===== config.mk =====
export PLATFORM = sky130hd
export DESIGN_NAME = wdog_window_mon
export DESIGN_NICKNAME = d
export VERILOG_FILES = /design/src/rtl/wwm_pkg.sv /design/src/rtl/wwm_sync.sv /design/src/rtl/wwm_fall_det.sv /design/src/rtl/wwm_interval.sv /design/src/rtl/wwm_judge.sv /design/src/rtl/wdog_window_mon.sv
export SDC_FILE = /design/constraint.sdc
export NUM_CORES = 1
export LEC_CHECK = 0
export BUFFER_PORTS_ARGS = -buffer_cell sky130_fd_sc_hd__buf_2
export CAP_MARGIN = 5
export CORE_MARGIN = 5
export CORE_UTILIZATION = 40
export DETAILED_ROUTE_END_ITERATION = 8
export HOLD_SLACK_MARGIN = 0.06
export SKIP_CTS_REPAIR_TIMING = 1
export SYNTH_ARGS = -nofsm -noshare
export SYNTH_HDL_FRONTEND = slang
export SYNTH_HIERARCHICAL = 1
export SYNTH_SLANG_ARGS = --single-unit

===== constraint.sdc =====
create_clock -name clk_i -period 1.8 [get_ports clk_i]
set_clock_uncertainty 0.15 [all_clocks]
set_input_delay 0.09 -clock clk_i [delete_from_list [all_inputs] [get_ports clk_i]]
set_output_delay 0.09 -clock clk_i [all_outputs]
set_load 0.01 [all_outputs]

===== src/rtl/wwm_pkg.sv =====
package wwm_pkg;

    // Verdict held in the classification register
    typedef enum logic [1:0] {
        CLS_NONE = 2'd0,
        CLS_OK   = 2'd1,
        CLS_SLOW = 2'd2,
        CLS_FAST = 2'd3
    } cls_e;

    // Judge state
    typedef struct packed {
        logic armed;   // a reference kick has been seen since reset
        logic fault;   // level fault flag
        cls_e cls;     // verdict shown for one cycle
    } judge_st_t;

    // Longest acceptable interval: thirteen units
    function automatic int slow_cycles(int unit);
        return 13 * unit;
    endfunction

    // Shortest acceptable interval: 3.82 units, rounded to nearest cycle
    function automatic int fast_cycles(int unit);
        return (382 * unit + 50) / 100;
    endfunction

endpackage


===== src/rtl/wwm_sync.sv =====
module wwm_sync #(
    parameter int STAGES = 2
) (
    input  logic clk_i,
    input  logic rst_ni,
    input  logic async_i,
    output logic sync_o
);

    typedef struct packed {
        logic [STAGES-1:0] chain;
    } sync_st_t;

    sync_st_t st_d, st_q;

    always_comb begin
        st_d = st_q;
        st_d.chain = {st_q.chain[STAGES-2:0], async_i};
    end

    always_ff @(posedge clk_i) begin
        if (!rst_ni) begin
            st_q <= '0;
        end else begin
            st_q <= st_d;
        end
    end

    assign sync_o = st_q.chain[STAGES-1];

endmodule


===== src/rtl/wwm_fall_det.sv =====
module wwm_fall_det (
    input  logic clk_i,
    input  logic rst_ni,
    input  logic level_i,
    output logic fall_o
);

    typedef struct packed {
        logic prev;
    } det_st_t;

    det_st_t st_d, st_q;

    always_comb begin
        st_d = st_q;
        st_d.prev = level_i;
    end

    always_ff @(posedge clk_i) begin
        if (!rst_ni) begin
            st_q <= '0;
        end else begin
            st_q <= st_d;
        end
    end

    // high last cycle, low now: a kick
    assign fall_o = st_q.prev & ~level_i;

endmodule


===== src/rtl/wwm_interval.sv =====
module wwm_interval #(
    parameter int CNT_W   = 8,
    parameter int SAT_VAL = 105
) (
    input  logic             clk_i,
    input  logic             rst_ni,
    input  logic             fall_i,
    output logic [CNT_W-1:0] cnt_o,
    output logic             timeout_o
);

    localparam logic [CNT_W-1:0] SAT_V = CNT_W'(SAT_VAL);
    localparam logic [CNT_W-1:0] ONE_V = CNT_W'(1);

    typedef struct packed {
        logic [CNT_W-1:0] cnt;
    } ivl_st_t;

    ivl_st_t st_d, st_q;

    always_comb begin
        st_d = st_q;
        if (fall_i) begin
            // the kick cycle itself is the first cycle of the new interval
            st_d.cnt = ONE_V;
        end else if (st_q.cnt != SAT_V) begin
            st_d.cnt = st_q.cnt + ONE_V;
        end
    end

    always_ff @(posedge clk_i) begin
        if (!rst_ni) begin
            st_q <= '0;
        end else begin
            st_q <= st_d;
        end
    end

    assign cnt_o     = st_q.cnt;
    assign timeout_o = (st_q.cnt == SAT_V);

endmodule


===== src/rtl/wwm_judge.sv =====
module wwm_judge
    import wwm_pkg::*;
#(
    parameter int CNT_W    = 8,
    parameter int SLOW_LIM = 104,
    parameter int FAST_LIM = 31
) (
    input  logic             clk_i,
    input  logic             rst_ni,
    input  logic             fall_i,
    input  logic [CNT_W-1:0] cnt_i,
    input  logic             timeout_i,
    input  logic             lower_only_i,
    output logic             stat_slow_o,
    output logic             stat_ok_o,
    output logic             stat_fast_o,
    output logic             fault_o
);

    localparam logic [CNT_W-1:0] SLOW_V = CNT_W'(SLOW_LIM);
    localparam logic [CNT_W-1:0] FAST_V = CNT_W'(FAST_LIM);

    judge_st_t st_d, st_q;
    cls_e      verdict;

    always_comb begin
        if (cnt_i > SLOW_V) begin
            verdict = CLS_SLOW;
        end else if (!lower_only_i && (cnt_i < FAST_V)) begin
            verdict = CLS_FAST;
        end else begin
            verdict = CLS_OK;
        end
    end

    always_comb begin
        st_d     = st_q;
        st_d.cls = CLS_NONE;
        if (fall_i) begin
            st_d.armed = 1'b1;
            if (st_q.armed) begin
                st_d.cls   = verdict;
                st_d.fault = (verdict != CLS_OK);
            end
        end else if (timeout_i) begin
            st_d.fault = 1'b1;
        end
    end

    always_ff @(posedge clk_i) begin
        if (!rst_ni) begin
            st_q <= '{armed: 1'b0, fault: 1'b1, cls: CLS_NONE};
        end else begin
            st_q <= st_d;
        end
    end

    assign stat_slow_o = (st_q.cls == CLS_SLOW);
    assign stat_ok_o   = (st_q.cls == CLS_OK);
    assign stat_fast_o = (st_q.cls == CLS_FAST);
    assign fault_o     = st_q.fault;

endmodule


===== src/rtl/wdog_window_mon.sv =====
module wdog_window_mon
    import wwm_pkg::*;
#(
    parameter int UNIT_CYC    = 8,
    parameter int SYNC_STAGES = 2
) (
    input  logic clk_i,
    input  logic rst_ni,
    input  logic kick_i,
    input  logic lower_only_i,
    output logic stat_slow_o,
    output logic stat_ok_o,
    output logic stat_fast_o,
    output logic fault_o
);

    localparam int SLOW_LIM = slow_cycles(UNIT_CYC);
    localparam int FAST_LIM = fast_cycles(UNIT_CYC);
    localparam int SAT_VAL  = SLOW_LIM + 1;
    localparam int CNT_W    = $clog2(SAT_VAL + 1);

    logic             kick_sync;
    logic             kick_fall;
    logic [CNT_W-1:0] ivl_cnt;
    logic             ivl_timeout;

    wwm_sync #(
        .STAGES (SYNC_STAGES)
    ) sync_i (
        .clk_i   (clk_i),
        .rst_ni  (rst_ni),
        .async_i (kick_i),
        .sync_o  (kick_sync)
    );

    wwm_fall_det fall_i (
        .clk_i   (clk_i),
        .rst_ni  (rst_ni),
        .level_i (kick_sync),
        .fall_o  (kick_fall)
    );

    wwm_interval #(
        .CNT_W   (CNT_W),
        .SAT_VAL (SAT_VAL)
    ) ivl_i (
        .clk_i     (clk_i),
        .rst_ni    (rst_ni),
        .fall_i    (kick_fall),
        .cnt_o     (ivl_cnt),
        .timeout_o (ivl_timeout)
    );

    wwm_judge #(
        .CNT_W    (CNT_W),
        .SLOW_LIM (SLOW_LIM),
        .FAST_LIM (FAST_LIM)
    ) judge_i (
        .clk_i        (clk_i),
        .rst_ni       (rst_ni),
        .fall_i       (kick_fall),
        .cnt_i        (ivl_cnt),
        .timeout_i    (ivl_timeout),
        .lower_only_i (lower_only_i),
        .stat_slow_o  (stat_slow_o),
        .stat_ok_o    (stat_ok_o),
        .stat_fast_o  (stat_fast_o),
        .fault_o      (fault_o)
    );

endmodule


==> reports/results.txt, run 1 <==
Outcome - finished, final reports clean
Largest family of logic cells by synthesized area - simple AND/OR/NAND/NOR gates
Pwr Density - 781 nW/um^2
DR DRC count - 0
1st-iter DRT viols - 17
Syn-to-layout area delta - 26.4%
Post-synthesis compound-gate area fraction - 14.0%
Syn avg cell area - 9.35 sq um
Hold Fails Final Rpt - 0
Max Fclk - 615 MHz
RSZ-0062 raised after global routing - false
Initial Util - 42.2%
Yosys reg bits - 14
Gpl congestion - 0.788
Met3 Resource Use GR - 3.01%
Die Height - 49.9 um
Vias/cell - 5.11
Post-synthesis simple-gate area fraction - 32.7%
Met2 usage - 12.5%
Crit Path Max Fanout - 4
Synth area leader - dfxtp_1
Global Route Usage Sum - 9.19%
CTS tree - done
Most frequent cell after synthesis - dfxtp_1
Initial antenna violation count - 0
Std-Cell Core Area - 1510 sq um
First-pass GRT wire length - 1.75 mm
Ant diodes - 0
Synth top area cells - dfxtp_1 (44%), and2_1 (3.9%), ha_1 (3.9%)
Synth Area in XOR/XNOR - 4.13%
H-tree depth - 1
DP HPWL - 832 um
Root Buffer - clkbuf_4
Cell area after synthesis - 636 sq um
Die width - 49.9 um
Vias after detailed routing - 526
I/O pins - 8
Post-DP Area - 721 sq um
Final setup vio count - 0
Seq/Total Area, Yosys - 44.1%
Leak Pwr - 0.344 nW
Layout cells sized above 1 - 27.6%
Drt first pass iters - 4
Adder-Cell Fraction of Synth Area - 3.94%
Distinct cells, synth - 27
Minimum clock period - 1.63 ns
Total CTS buffers - 3
Worst Hold Class - reg2reg
Met1 Use GR - 12.4%
Req. time, crit path - 1.81 ns
Worst setup path category - reg2reg
Number of global-route vias before repair - 411
Mapped Nets - 74
YS warnings - 6
CTS Buffer Depth - 2
GR Overflow Total - 0
DIE AREA - 2490 sq um
Clock-pin slew on the worst setup and hold paths - 0.09 ns
Port Buffer Count - 7
Max_cap viols - 0
Std-Cell Rows - 14
Post-route ant nets - 0
Crit path capture type - flip-flop
Synth Instances - 68
EDFF count, synth - 0
Mux cell area share after synthesis - 0%
Design area - 803 sq um
Synth cell count leaders - dfxtp_1 (14), nor2_1 (5)
Share of the clock period used by the worst path - 90.3%
Critical Path AT - 1.63 ns
Max Slew Vio Count - 0
Pin count of the biggest net entering global routing - 9
Setup crit start kind - flip-flop
FFs w/ async S/R, synth - 0%
Clock latency on the worst-skew pair - 0.28 ns
Share of the synthesized area in the top cell type - 44.1%
Grt peak-use layer - met2
Max VDD drop - 0.398 mV
CTS sink cnt - 14
Worst slew pin tran - 0.290 ns
WL final - 1.22 mm
Most used flip-flop cell after synthesis - dfxtp_1
Slew headroom - 80.5%
Layout net count - 94
Layout fillers - 134
Wirelength per Cell - 11.8 um
Setup tns final - 0 ns
-- per-layer routing --
metal  wire length, um  up-vias  part of all wire, %
li1                  -      279                    -
met3                53        0                  4.3
met5                 0        -                    0
met2               600        8                   49
met4                 0        0                    0
met1               565      239                   46
-- kinds of logic (layout without fill, tap and decap cells) --
logic type | Yosys count | in the layout
and+or+nand+nor | 34 | 34
DFF | 14 | 14
AOI/OAI and AO/OA | 13 | 13
xor gates and xnor gates | 3 | 3
adders and majority gates | 2 | 2
buffers and inverters | 2 | 21
-- report_power, final --
part | switching, W | leakage (nW) | internal (W)
registers | 0.00000475 | 0.114 | 0.000320
logic | 0.0000373 | 0.209 | 0.0000401
clock network | 0.000102 | 0.0210 | 0.000123
total | 0.000144 | 0.344 | 0.000483
-- registers in the layout (all words and copies together), names as in the netlist --
register         cells
ivl_i/cnt_o          7
sync_i/st_q          2
judge_i/fault_o      1
fall_i/st_q          1
judge_i/st_q         3
-- layout by cell type (no fill, tap or decap), types with 2 or more instances in the layout --
master	synthesis	routed
nor2_1	5	5
nand3_1	4	4
nand2b_1	2	2
a21oi_1	4	4
xor2_1	2	2
ha_1	2	2
and2_1	4	4
nor3_1	2	2
nor2b_1	4	4
or3_1	2	2
buf_4	0	4
buf_2	0	7
nand2_1	4	4
clkbuf_4	0	3
dfxtp_1	14	14
inv_1	2	2
o21ai_0	4	4
dlygate4sd3_1	0	4
-- path summary, 6_finish.rpt --
check,cells past startpoint,startpoint,slack (ns),to
setup / recovery,7,ivl_i/cnt_o[1],0.17,judge_i/fault_o
hold / removal,1,sync_i/st_q[0],0.30,sync_i/st_q[1]
setup reg to reg,7,ivl_i/cnt_o[1],0.17,judge_i/fault_o
hold reg to reg,1,sync_i/st_q[0],0.30,sync_i/st_q[1]
-- worst max-delay path, cell delays in order, from the launching register on --
cell	delay [ns]
dfxtp_1	0.34
inv_1	0.04
ha_1	0.16
and2_1	0.19
and2_4	0.16
nor2b_1	0.13
a2111oi_2	0.27
a21oi_1	0.06
-- stage by stage --
stage / cells / total power [W] / hold slack (ns) / util (%) / worst slack (ns)
CTS: 99 / 0.000630 / -0.144 / 50.2 / 0.0891
global placement: 95 / 0.000400 / 0.144 / 47.8 / 0.171
floorplan: 68 / 0.000376 / 0.0617 / - / 0.118
detailed placement: 95 / 0.000401 / 0.147 / 47.8 / 0.107
finish: 103 / 0.000628 / 0.301 / 53.3 / 0.175
global route: 103 / 0.000663 / 0.326 / 53.3 / 0.0366
-- layout make-up --
cell class	count	area (sq um)	share of cell area, %
Clock buffer	4	36.3	4.52
Multi-Input combinational cell	52	354	44.1
Sequential cell	14	280	34.9
Inverter	2	7.51	0.935
Timing Repair Buffer	15	105	13.1
Tap cell	16	20.0	2.49
No activity file was read; power rests on OpenSTA's default activity.
==> inputs of run 2 (changes only) <==
==> constraint.sdc (replaced) <==
create_clock -name clk_i -period 1.8 [get_ports clk_i]
set_clock_uncertainty 0.15 [all_clocks]
set_input_delay 0.27 -clock clk_i [delete_from_list [all_inputs] [get_ports clk_i]]
set_output_delay 0.27 -clock clk_i [all_outputs]
set_load 0.01 [all_outputs]
==> run 2 against run 1 <==
- die area unchanged
- design area shrank 3.7%
- routed wire length down 3.4%
- hold slack lost 0.15 ns
- core utilization is 2.0 points lower
- global-route usage unchanged
- largest cell class unchanged
==> reports/results.txt, run 2 (same netlist as run 1, synthesis figures left out) <==
CTS sink cnt - 14 (unchanged)
Crit Path Max Fanout - 4 (unchanged)
Number of global-route vias before repair - 411 (unchanged)
Vias after detailed routing - 516 (-1.9%)
Post-Route Utilization - 51.3% (-2.0 points)
Clock-pin slew on the worst setup and hold paths - 0.09 ns (about the same)
Worst Min Path Start - rst_ni
Pwr Density - 805 nW/um^2 (+3.0%)
Syn-to-layout area delta - 21.7%
Global Route Usage Sum - 9.19% (unchanged)
Final setup vio count - 0 (unchanged)
Most frequent cells in the layout - dfxtp_1 (14), buf_2 (7), nor2_1 (5)
I/O pins - 8 (unchanged)
Port Buffer Count - 7 (unchanged)
Die width - 49.9 um (unchanged)
RSZ-0062 raised after global routing - false
Std-Cell Core Area - 1510 sq um (unchanged)
Die Height - 49.9 um (unchanged)
Crit. Startpoint - ivl_i/cnt_o[1]
Worst slew pin tran - 0.293 ns (+0.00292 ns)
Setup tns final - 0 ns (unchanged)
Most common cell after layout, fill and taps aside - dfxtp_1
Leak Pwr - 0.330 nW (-4.0%)
Clock latency on the worst-skew pair - 0.28 ns (about the same)
Share of the clock period used by the worst path - 90.1% (-0.17 points)
First-pass GRT wire length - 1.75 mm (unchanged)
Std-Cell Rows - 14 (unchanged)
Crit path capture type - flip-flop
1st-iter DRT viols - 16 (-1)
Vias/cell - 5.16 (+1.0%)
CTS tree - done
Wirelength per Cell - 11.8 um (-0.55%)
Post-route ant nets - 0 (unchanged)
DIE AREA - 2490 sq um (unchanged)
H-tree depth - 1 (unchanged)
WL final - 1.18 mm (-3.4%)
Max VDD drop - 0.397 mV (-0.23%)
Hold Fails Final Rpt - 0 (unchanged)
Outcome - finished, final reports clean
Gpl congestion - 0.788 (unchanged)
Drt first pass iters - 4 (unchanged)
Max Fclk - 616 MHz (+0.19%)
DR DRC count - 0 (unchanged)
Minimum clock period - 1.62 ns (-0.00301 ns)
Initial antenna violation count - 0 (unchanged)
Post-Place Cells - 95 (unchanged)
Root Buffer - clkbuf_4
Number of flip-flops in the largest register - 7 (unchanged)
Worst Hold Class - in2reg
Max Slew Vio Count - 0 (unchanged)
Layout net count - 91 (-3.2%)
Max_cap viols - 0 (unchanged)
Setup crit start kind - flip-flop
Layout cells sized above 1 - 28.6% (+0.99 points)
Critical Path AT - 1.63 ns (about the same)
Total CTS buffers - 3 (unchanged)
RR Startpoint - ivl_i/cnt_o[1]
CTS Buffer Depth - 2 (unchanged)
Req. time, crit path - 1.81 ns (about the same)
Initial Util - 42.2% (unchanged)
Slew headroom - 80.3% (-0.20 points)
Pin count of the biggest net entering global routing - 9 (unchanged)
Ant diodes - 0 (unchanged)
Layout Cells excl Fill - 100 (-2.9%)
Worst setup path category - reg2reg
GR Overflow Total - 0 (unchanged)
DP HPWL - 832 um (unchanged)
==> run 2: changes by cell type in the layout (fill, tap and decap cells not counted) <==
cell / previous run / this run
dlygate4sd3_1: 4 / 1
==> run 2: power breakdown <==
part           switching [W]  internal [W]
Combinational      0.0000362     0.0000359
Sequential        0.00000469      0.000320
Clock               0.000103      0.000123
Total               0.000143      0.000479
==> run 2: final cells by class <==
class                      count  area, sq um
fill                         134          733
multi-input combinational     52          354
sequential                    14          280
timing repair buffer          12         75.1
clock buffer                   4         36.3
tap                           16         20.0
inverter                       2         7.51
==> run 2: layer usage <==
layer	vias to the layer above	share of wire, %	global-route usage [%]	routed length (um)
met1	238	47	12.4	551
met5	-	0	0	0
met4	0	0	5.24	0
met3	0	4.0	3.01	47
met2	6	49	12.5	578
li1	272	-	-	-
==> run 2: worst paths after layout <==
| kind | to | slack, ns | cells past startpoint |
|---|---|---|---|
| setup / recovery | judge_i/fault_o | 0.18 | 7 |
| hold / removal | sync_i/st_q[1] | 0.15 | 2 |
| setup reg to reg | judge_i/fault_o | 0.18 | 7 |
| hold reg to reg | sync_i/st_q[1] | 0.29 | 1 |
==> run 2: stage by stage <==
step                cell area [sq um]  total power [W]  setup WS [ns]  hold slack, ns
floorplan                         636         0.000376          0.118           0.242
global placement                  721         0.000400          0.171           0.274
detailed placement                721         0.000401          0.107           0.285
CTS                               757         0.000630         0.0891          0.0362
global route                      773         0.000660         0.0403           0.149
finish                            773         0.000622          0.178           0.150
==> run 2: worst max-delay path, cell delays in order (launching register included) <==
cell	delay (ns)
dfxtp_1	0.34
inv_1	0.04
ha_1	0.16
and2_1	0.19
and2_4	0.16
nor2b_1	0.13
a2111oi_2	0.27
a21oi_1	0.06
==> inputs of run 3 (changes only) <==
- CORE_ASPECT_RATIO: not set -> 1.25
- CORE_MARGIN: 5 -> 8
- CORE_UTILIZATION: 40 -> 35
- clock period: 1.8 -> 1.65 ns (I/O delays scaled with it)
==> run 3 against run 2 <==
- hold slack got worse by 0.030 ns
- design area is 4.5% higher
- clock power up 8.9%
- critical path type unchanged
- largest power group unchanged
==> reports/results.txt, run 3 (same netlist as run 1, synthesis figures left out) <==
Post-Place Cells - 100 (+5.3%)
Max Slew Vio Count - 0 (unchanged)
Share of the clock period used by the worst path - 97.6% (+7.5 points)
Worst slew pin tran - 0.300 ns (+0.00694 ns)
Worst setup path category - reg2reg
GR Overflow Total - 0 (unchanged)
Area of the multi-input gates - 362 sq um (+2.1%)
Pwr Total - 0.000685 W (+10%)
DP HPWL - 962 um (+16%)
Max_cap viols - 0 (unchanged)
Die width - 54.1 um (+8.5%)
Most frequent cells in the layout - dfxtp_1 (13), buf_2 (7), buf_4 (7), nor2_1 (5)
Ant diodes - 0 (unchanged)
First-pass GRT wire length - 2.17 mm (+24%)
Critical Path AT - 1.62 ns (about the same)
Std-Cell Core Area - 1740 sq um (+16%)
Vias/cell - 5.13 (-0.54%)
RSZ-0062 raised after global routing - true
Minimum clock period - 1.61 ns (-0.0117 ns)
Final setup vio count - 0 (unchanged)
Total CTS buffers - 3 (unchanged)
1st-iter DRT viols - 15 (-1)
H-tree depth - 1 (unchanged)
Vias after detailed routing - 544 (+5.4%)
Layout net count - 94 (+3.3%)
Wirelength per Cell - 12.6 um (+7.1%)
Crit path capture type - flip-flop
Die Height - 63.6 um (+28%)
Std-Cell Rows - 17 (+3)
Gpl congestion - 0.724 (-8.1%)
Clock-pin slew on the worst setup and hold paths - 0.08 ns (about the same)
Initial antenna violation count - 0 (unchanged)
Storage cell area - 282 sq um (+0.45%)
Port Buffer Count - 7 (unchanged)
Outcome - finished, final reports clean
Syn-to-layout area delta - 27.2%
CTS sink cnt - 14 (unchanged)
Max VDD drop - 0.378 mV (-4.7%)
Initial Util - 36.4% (-5.8 points)
Worst Hold Class - in2reg
Pin count of the biggest net entering global routing - 9 (unchanged)
Pwr Density - 847 nW/um^2 (+5.3%)
Most common cell after layout, fill and taps aside - dfxtp_1
Drt first pass iters - 4 (unchanged)
Max Fclk - 621 MHz (+0.72%)
Global Route Usage Sum - 8.52% (-0.66 points)
Number of global-route vias before repair - 493 (+20%)
CTS tree - done
DIE AREA - 3440 sq um (+39%)
Post-route ant nets - 0 (unchanged)
Root Buffer - clkbuf_4
DR DRC count - 0 (unchanged)
Setup crit start kind - flip-flop
Crit Path Max Fanout - 5 (+1)
WL final - 1.34 mm (+14%)
Slew headroom - 79.8% (-0.54 points)
Req. time, crit path - 1.66 ns (-0.15 ns)
Layout Cells excl Fill - 106 (+6.0%)
Number of flip-flops in the largest register - 7 (unchanged)
Layout cells sized above 1 - 34.5% (+5.9 points)
CTS Buffer Depth - 2 (unchanged)
Leak Pwr - 0.348 nW (+5.5%)
Hold Fails Final Rpt - 0 (unchanged)
Layout fillers - 174 (+30%)
Clock latency on the worst-skew pair - 0.28 ns (about the same)
I/O pins - 8 (unchanged)
## run 3: cell types whose count changed in the layout (fill, tap and decap cells not counted), sizes merged
cell	change
buf	+3
## run 3: power by group
part / total, W / switching [W] / internal, W
clock: 0.000245 / 0.000111 / 0.000134
combinational: 0.0000836 / 0.0000401 / 0.0000435
sequential: 0.000356 / 0.00000582 / 0.000350
total: 0.000685 / 0.000157 / 0.000528
## run 3: cell type report
cell class	instances	area share, %
multi-input combinational	52	44.7
clock buffer	4	4.49
inverter	2	0.929
timing repair buffer	15	12.1
sequential	14	34.8
tap	19	2.94
## run 3: stage by stage
step	worst slack, ns	hold WS, ns	setup TNS (ns)	cell area (sq um)	utilization, %
after floorplan	0.00864	0.219	0	639	-
after global placement	0.0447	0.267	0	743	42.6
after detailed placement	-0.00328	0.279	-0.00328	743	42.6
after CTS	-0.0144	0.00734	-0.0144	779	44.7
after global routing	-0.0105	0.123	-0.0105	808	46.3
final	0.0393	0.120	0	808	46.3
## run 3: final timing paths
path,start,end,slack (ns),depth (start not counted)
worst max-delay path,ivl_i/cnt_o[1],judge_i/fault_o,0.04,5
worst min-delay path,rst_ni,sync_i/st_q[1],0.12,2
worst max register to register,ivl_i/cnt_o[1],judge_i/fault_o,0.04,5
worst min register to register,sync_i/st_q[0],sync_i/st_q[1],0.30,1
## run 3: critical path: stages, from the launching register on
cell and delay, ns:
dfxtp_2 0.33, buf_4 0.12, buf_4 0.14, or4_4 0.52
a21oi_2 0.15, a21oi_1 0.08
## run 3: per-layer routing
layer	vias to the layer above	track usage, %	wire length [um]
li1	278	-	-
met1	252	9.08	593
met2	10	13.1	662
met3	4	2.11	42
met4	0	7.41	36
met5	-	0	0
